File: config.mk
export PLATFORM = sky130hd
export DESIGN_NAME = rstseq_top
export DESIGN_NICKNAME = d
export VERILOG_FILES = /design/src/rtl/rstseq_pkg.sv /design/src/rtl/rstseq_sync.sv /design/src/rtl/rstseq_cause.sv /design/src/rtl/rstseq_timer.sv /design/src/rtl/rstseq_top.sv
export SDC_FILE = /design/constraint.sdc
export NUM_CORES = 1
export LEC_CHECK = 0
export CORE_MARGIN = 10
export CORE_UTILIZATION = 48
export CTS_CLUSTER_DIAMETER = 30
export DETAILED_ROUTE_END_ITERATION = 7
export PLACE_DENSITY = 0.74
export SLEW_MARGIN = 10
export SYNTH_ARGS = -nofsm -noshare
export SYNTH_HDL_FRONTEND = slang
export SYNTH_SLANG_ARGS = --single-unit
File: constraint.sdc
create_clock -name clk -period 1.84 [get_ports clk]
set_input_delay 0.184 -clock clk [delete_from_list [all_inputs] [get_ports clk]]
set_output_delay 0.184 -clock clk [all_outputs]
set_load 0.02 [all_outputs]
File: src/rtl/rstseq_pkg.sv
package rstseq_pkg;

    // Sequence phases, in release order
    typedef enum logic [2:0] {
        PH_IDLE = 3'd0,
        PH_STAB = 3'd1,
        PH_DRV  = 3'd2,
        PH_HOLD = 3'd3,
        PH_VEC  = 3'd4
    } phase_e;

    // Reset causes; first member is the MSB, so pwron sits at bit 0
    typedef struct packed {
        logic manual;
        logic ill_addr;
        logic ill_op;
        logic wdog;
        logic lowv;
        logic pwron;
    } cause_t;

    localparam int NUM_CAUSES = $bits(cause_t);

    function automatic logic needs_settle(cause_t c);
        return c.pwron | c.lowv;
    endfunction

    function automatic phase_e phase_after(phase_e p);
        case (p)
            PH_STAB: return PH_DRV;
            PH_DRV:  return PH_HOLD;
            PH_HOLD: return PH_VEC;
            default: return PH_IDLE;
        endcase
    endfunction

    function automatic int max4(int a, int b, int c, int d);
        int m;
        m = a;
        if (b > m) m = b;
        if (c > m) m = c;
        if (d > m) m = d;
        return m;
    endfunction

endpackage

File: src/rtl/rstseq_sync.sv
module rstseq_sync #(
    parameter int STAGES = 2
) (
    input  logic clk,
    input  logic rst,
    input  logic d,
    output logic q
);
    logic [STAGES-1:0] chain;

    for (genvar i = 0; i < STAGES; i++) begin : g_stage
        if (i == 0) begin : g_first
            always_ff @(posedge clk) begin
                if (rst) chain[0] <= 1'b0;
                else     chain[0] <= d;
            end
        end else begin : g_next
            always_ff @(posedge clk) begin
                if (rst) chain[i] <= 1'b0;
                else     chain[i] <= chain[i-1];
            end
        end
    end

    assign q = chain[STAGES-1];
endmodule

File: src/rtl/rstseq_cause.sv
module rstseq_cause
    import rstseq_pkg::*;
(
    input  logic   clk,
    input  logic   rst,
    input  cause_t req,
    input  logic   rd,
    output cause_t stat
);
    localparam cause_t ONLY_PWRON = cause_t'(NUM_CAUSES'(1));

    always_ff @(posedge clk) begin
        if (rst) begin
            stat <= '0;
        end else if (req != '0) begin
            stat <= req.pwron ? ONLY_PWRON : req;
        end else if (rd) begin
            stat <= '0;
        end
    end

    AST_PWRON_EXCLUSIVE: assert property (@(posedge clk) disable iff (rst)
        req.pwron |=> (stat == ONLY_PWRON));
    AST_CAUSE_MATCH: assert property (@(posedge clk) disable iff (rst)
        ((req != '0) && !req.pwron) |=> (stat == $past(req)));
    AST_READ_CLEARS: assert property (@(posedge clk) disable iff (rst)
        (rd && (req == '0)) |=> (stat == '0));
endmodule

File: src/rtl/rstseq_timer.sv
module rstseq_timer
    import rstseq_pkg::*;
#(
    parameter int STAB_CYC = 4096,
    parameter int DRV_CYC  = 32,
    parameter int HOLD_CYC = 32,
    parameter int VEC_CYC  = 3
) (
    input  logic   clk,
    input  logic   rst,
    input  logic   start,
    input  logic   start_long,
    output phase_e phase
);
    localparam int MAXC = max4(STAB_CYC, DRV_CYC, HOLD_CYC, VEC_CYC);
    localparam int CW   = $clog2(MAXC + 1);

    logic [CW-1:0] cnt;

    function automatic logic [CW-1:0] load_of(phase_e p);
        case (p)
            PH_STAB: return CW'(STAB_CYC - 1);
            PH_DRV:  return CW'(DRV_CYC - 1);
            PH_HOLD: return CW'(HOLD_CYC - 1);
            PH_VEC:  return CW'(VEC_CYC - 1);
            default: return '0;
        endcase
    endfunction

    always_ff @(posedge clk) begin
        if (rst) begin
            phase <= PH_IDLE;
            cnt   <= '0;
        end else if (start) begin
            phase <= start_long ? PH_STAB : PH_DRV;
            cnt   <= start_long ? load_of(PH_STAB) : load_of(PH_DRV);
        end else if (phase != PH_IDLE) begin
            if (cnt == '0) begin
                phase <= phase_after(phase);
                cnt   <= load_of(phase_after(phase));
            end else begin
                cnt <= cnt - 1'b1;
            end
        end
    end

    AST_START_RUNS: assert property (@(posedge clk) disable iff (rst)
        start |=> (phase != PH_IDLE));
    AST_STAB_ORDER: assert property (@(posedge clk) disable iff (rst)
        ((phase == PH_STAB) && !start) |=> ((phase == PH_STAB) || (phase == PH_DRV)));
    AST_HOLD_ORDER: assert property (@(posedge clk) disable iff (rst)
        ((phase == PH_HOLD) && !start) |=> ((phase == PH_HOLD) || (phase == PH_VEC)));
    AST_VEC_ENDS: assert property (@(posedge clk) disable iff (rst)
        ((phase == PH_VEC) && (cnt == '0) && !start) |=> (phase == PH_IDLE));
endmodule

File: src/rtl/rstseq_top.sv
module rstseq_top
    import rstseq_pkg::*;
#(
    parameter int STAB_CYC    = 4096,
    parameter int DRV_CYC     = 32,
    parameter int HOLD_CYC    = 32,
    parameter int VEC_CYC     = 3,
    parameter int SYNC_STAGES = 2
) (
    input  logic       clk,
    input  logic       rst,
    input  logic       req_pwron,
    input  logic       req_lowv,
    input  logic       req_wdog,
    input  logic       req_ill_op,
    input  logic       req_ill_addr,
    input  logic       req_manual,
    input  logic       stat_rd,
    output logic       int_rst,
    output logic       pin_drv_n,
    output logic       clk_hold,
    output logic       vec_fetch,
    output logic [5:0] stat_q
);
    logic   wdog_sync;
    cause_t req;
    cause_t stat;
    phase_e phase;

    rstseq_sync #(.STAGES(SYNC_STAGES)) u_wdog_sync (
        .clk (clk),
        .rst (rst),
        .d   (req_wdog),
        .q   (wdog_sync)
    );

    always_comb begin
        req          = '0;
        req.pwron    = req_pwron;
        req.lowv     = req_lowv;
        req.wdog     = wdog_sync;
        req.ill_op   = req_ill_op;
        req.ill_addr = req_ill_addr;
        req.manual   = req_manual;
    end

    rstseq_timer #(
        .STAB_CYC (STAB_CYC),
        .DRV_CYC  (DRV_CYC),
        .HOLD_CYC (HOLD_CYC),
        .VEC_CYC  (VEC_CYC)
    ) u_timer (
        .clk        (clk),
        .rst        (rst),
        .start      (req != '0),
        .start_long (needs_settle(req)),
        .phase      (phase)
    );

    rstseq_cause u_cause (
        .clk  (clk),
        .rst  (rst),
        .req  (req),
        .rd   (stat_rd),
        .stat (stat)
    );

    always_comb begin
        int_rst   = (phase == PH_STAB) || (phase == PH_DRV) || (phase == PH_HOLD);
        pin_drv_n = (phase != PH_DRV);
        clk_hold  = (phase == PH_STAB);
        vec_fetch = (phase == PH_VEC);
    end

    assign stat_q = stat;

    AST_PIN_IN_RESET: assert property (@(posedge clk) disable iff (rst)
        !pin_drv_n |-> (int_rst && !clk_hold));
    AST_VEC_AFTER_RST: assert property (@(posedge clk) disable iff (rst)
        vec_fetch |-> !int_rst);
    AST_HOLD_NO_PIN: assert property (@(posedge clk) disable iff (rst)
        clk_hold |-> (int_rst && pin_drv_n));
    AST_REQ_ASSERTS: assert property (@(posedge clk) disable iff (rst)
        (req_pwron || req_manual || req_ill_op) |=> int_rst);
endmodule

==> reports/qor.csv <==
metric;value;unit
Worst Tran Pin Value;543;ps
register area share after synthesis;35.4;%
Die X;73.2;um
clock sink total;24;
RD Place Congestion;0.866;
TritonRoute pass-1 iters;4;
largest cells by area after synthesis;dfxtp_1 35%, nor2_1 4.1%, a21oi_1 3.7%;
Initial Util;49.7;%
GRT Total Usage;13.4;%
Switch Pwr;0.323;mW
H-tree lvl count;1;
final wirelength;3540;um
VDD IR-drop max;0.500;mV
pre-CTS setup slack;-190;ps
top achievable clock speed;572;MHz
CTS tree;built;
Syn. warnings;0;
Iteration-0 DRC Markers;84;
hold bufs inserted after CTS;0;
synthesized instance count;154;
Worst setup SP type;flip-flop;
synthesized area per cell;8.82;um^2
final instance area;1800;um^2
Final Hold Fails;0;
run status;complete, no violations;
vias in the first global route;1238;
P_int;0.792;mW
Die Y;73.2;um
DRC;0;
total number of vias;1343;
Clock power frac;25.1;%
FP Rows;19;
worst-case clock buffer depth;2;
Antenna Nets Post-Route;0;
area growth from synthesis to layout;32.3;%
crit path cell chain;inv_2 > ha_2 > or4b_4 > a211oi_4 > xnor2_1 > a211oi_2;
Buf/Inv on CP;1;
first-pass GRT wire length;5970;um
Inserted Clock Buffers;3;
Power Density;620;nW/um^2
# setup viols final;0;
Rel. slew slack;63.8;%
CP delay by family, top;simple AND/OR/NAND/NOR gates;
HPWL Detailed;2650;um
grt ovf;0;
root buffer cell;clkbuf_4;
Period minus WS final;1750;ps
FF+latch count, synth;24;
CP max-delay cell;or4b_4;
Worst Skew;9.48;ps
worst setup path category;flip-flop to flip-flop;
syn nets;164;
Ports;19;
Clk Latency, worst-skew pair;320;ps
Max Cap Viol;0;
dpl cells;219;
WL per Instance;15.9;um
worst min-delay path category;input pin to flip-flop;
Yosys top cell area share;35.4;%
port buffer count;18;
Setup Fix Bufs, Post-CTS;0;
total core area;2730;um^2
EDFF count, synth;0;
peak per-stage delay on the critical path;480;ps
share of layout cells above drive strength 1;27.6;%
Max FO, Critical Path;3;
area leader, netlist;dfxtp_1;
Critical Path End Type;flip-flop;
placed instance area;1730;um^2
Tcrit/Tclk final;95.0;%
Worst Path Required;2080;ps
largest net degree at the start of global routing;16;
register share of total power;52.3;%
Net Sw Frac;29.0;%
antenna violations before repair;0;
Lkg Pwr;0.678;nW
fin cells;223;
number of library cell types mapped by synthesis;53;
unrepaired setup endpoints after global routing;no;
top post-synthesis cells by count;24 x dfxtp_1, 15 x nor2_1, 10 x a21oi_1;
die area;5360;um^2
final slew viol count;0;
post-route setup slack;92.5;ps
Comb power frac;22.6;%
final net count;203;
most instantiated library cell after synthesis;dfxtp_1;
fraction of registers with async set/reset;0;%
cell area after synthesis;1360;um^2
Ant. Diodes;0;
routed vias/inst;6.02;
top_reg_cell synth;dfxtp_1;
worst path arrival time;1990;ps
Worst-path clk slew;140;ps
stage by stage:
stage                     total power [mW]  setup TNS [ps]  utilization [%]  hold slack [ps]
final                                 1.11               0             65.7              426
after global routing                  1.18               0             65.7              406
after CTS                             1.12               0             65.0              422
after detailed placement             0.839            -866             63.4              435
after global placement               0.831            -203             63.4              419
after floorplan                      0.726               0                -              301
logic make-up (layout without fill, tap and decap cells):
group                    count (synthesis)  count (layout)  synth area share, %
AND/OR/NAND/NOR                         67              67                 30.8
XOR/XNOR                                 2               2                 1.29
multiplexers                             1               1                0.829
flip-flops                              24              24                 35.4
AO/OA/AOI/OAI                           45              45                 25.5
buffers and inverters                   14              52                 5.25
adder cells (fa/ha/maj)                  1               1                0.922
worst paths after layout:
path | start | slack, ps | end | cells past startpoint
setup / recovery | u_timer.cnt[0] | 90 | u_timer.cnt[6] | 6
hold / removal | req_wdog | 430 | u_wdog_sync.chain[0] | 2
hold reg to reg | u_wdog_sync.chain[0] | 460 | u_wdog_sync.q | 1
setup reg to reg | u_timer.cnt[0] | 90 | u_timer.cnt[6] | 6
layout by cell type, fill, tap and decap left out, drive strengths merged, types with 2 or more instances in the layout:
| master | synthesis | final |
|---|---|---|
| a2111oi | 2 | 2 |
| nand4 | 4 | 4 |
| dfxtp | 24 | 24 |
| or3 | 2 | 2 |
| dlymetal6s2s | 0 | 3 |
| a21oi | 11 | 11 |
| nand3 | 2 | 2 |
| nor3b | 2 | 2 |
| a31oi | 4 | 4 |
| inv | 4 | 4 |
| clkbuf | 4 | 4 |
| a221oi | 2 | 2 |
| nand4b | 3 | 3 |
| or2 | 2 | 2 |
| o21ai | 6 | 6 |
| nand2b | 4 | 4 |
| a41oi | 3 | 3 |
| nor2b | 7 | 7 |
| clkdlybuf4s50 | 0 | 14 |
| nor2 | 16 | 16 |
| nor3 | 8 | 8 |
| buf | 6 | 26 |
| nand2 | 6 | 6 |
| o31ai | 4 | 4 |
| nor4 | 6 | 6 |
| xnor2 | 2 | 2 |
| a211oi | 7 | 7 |
sequential cells by signal, indices dropped and copies added (netlist names):
name / cells
u_cause.stat: 6
u_wdog_sync.chain: 1
u_timer.cnt: 13
u_wdog_sync.q: 1
u_timer.phase: 3
power by group through the flow:
stage / clock, mW / sequential [mW] / combinational, mW
floorplan: 0 / 0.592 / 0.135
global placement: 0 / 0.590 / 0.241
global route: 0.317 / 0.587 / 0.274
finish: 0.280 / 0.582 / 0.252
CTS: 0.293 / 0.581 / 0.249
detailed placement: 0 / 0.592 / 0.247
what timing repair did:
item / CTS / global route
hold endpoints to repair: 0 / 0
gates resized for setup: 5 / 8
setup endpoints to repair: 3 / 11
layer usage:
layer / global-route usage [%] / vias up / share of wire, %
met4: 4.22 / 0 / 1.1
li1: - / 666 / -
met2: 20.9 / 52 / 48
met5: 0 / - / 0
met1: 18.1 / 619 / 45
met3: 2.18 / 6 / 5.9
area by class of cell:
type,count,area [um^2]
Multi-Input combinational cell,116,830
Sequential cell,24,483
Clock buffer,4,36.3
Fill cell,218,937
Timing Repair Buffer,44,394
Inverter,4,15.0
Tap cell,31,38.8
Power figures use the tool's default switching activity.
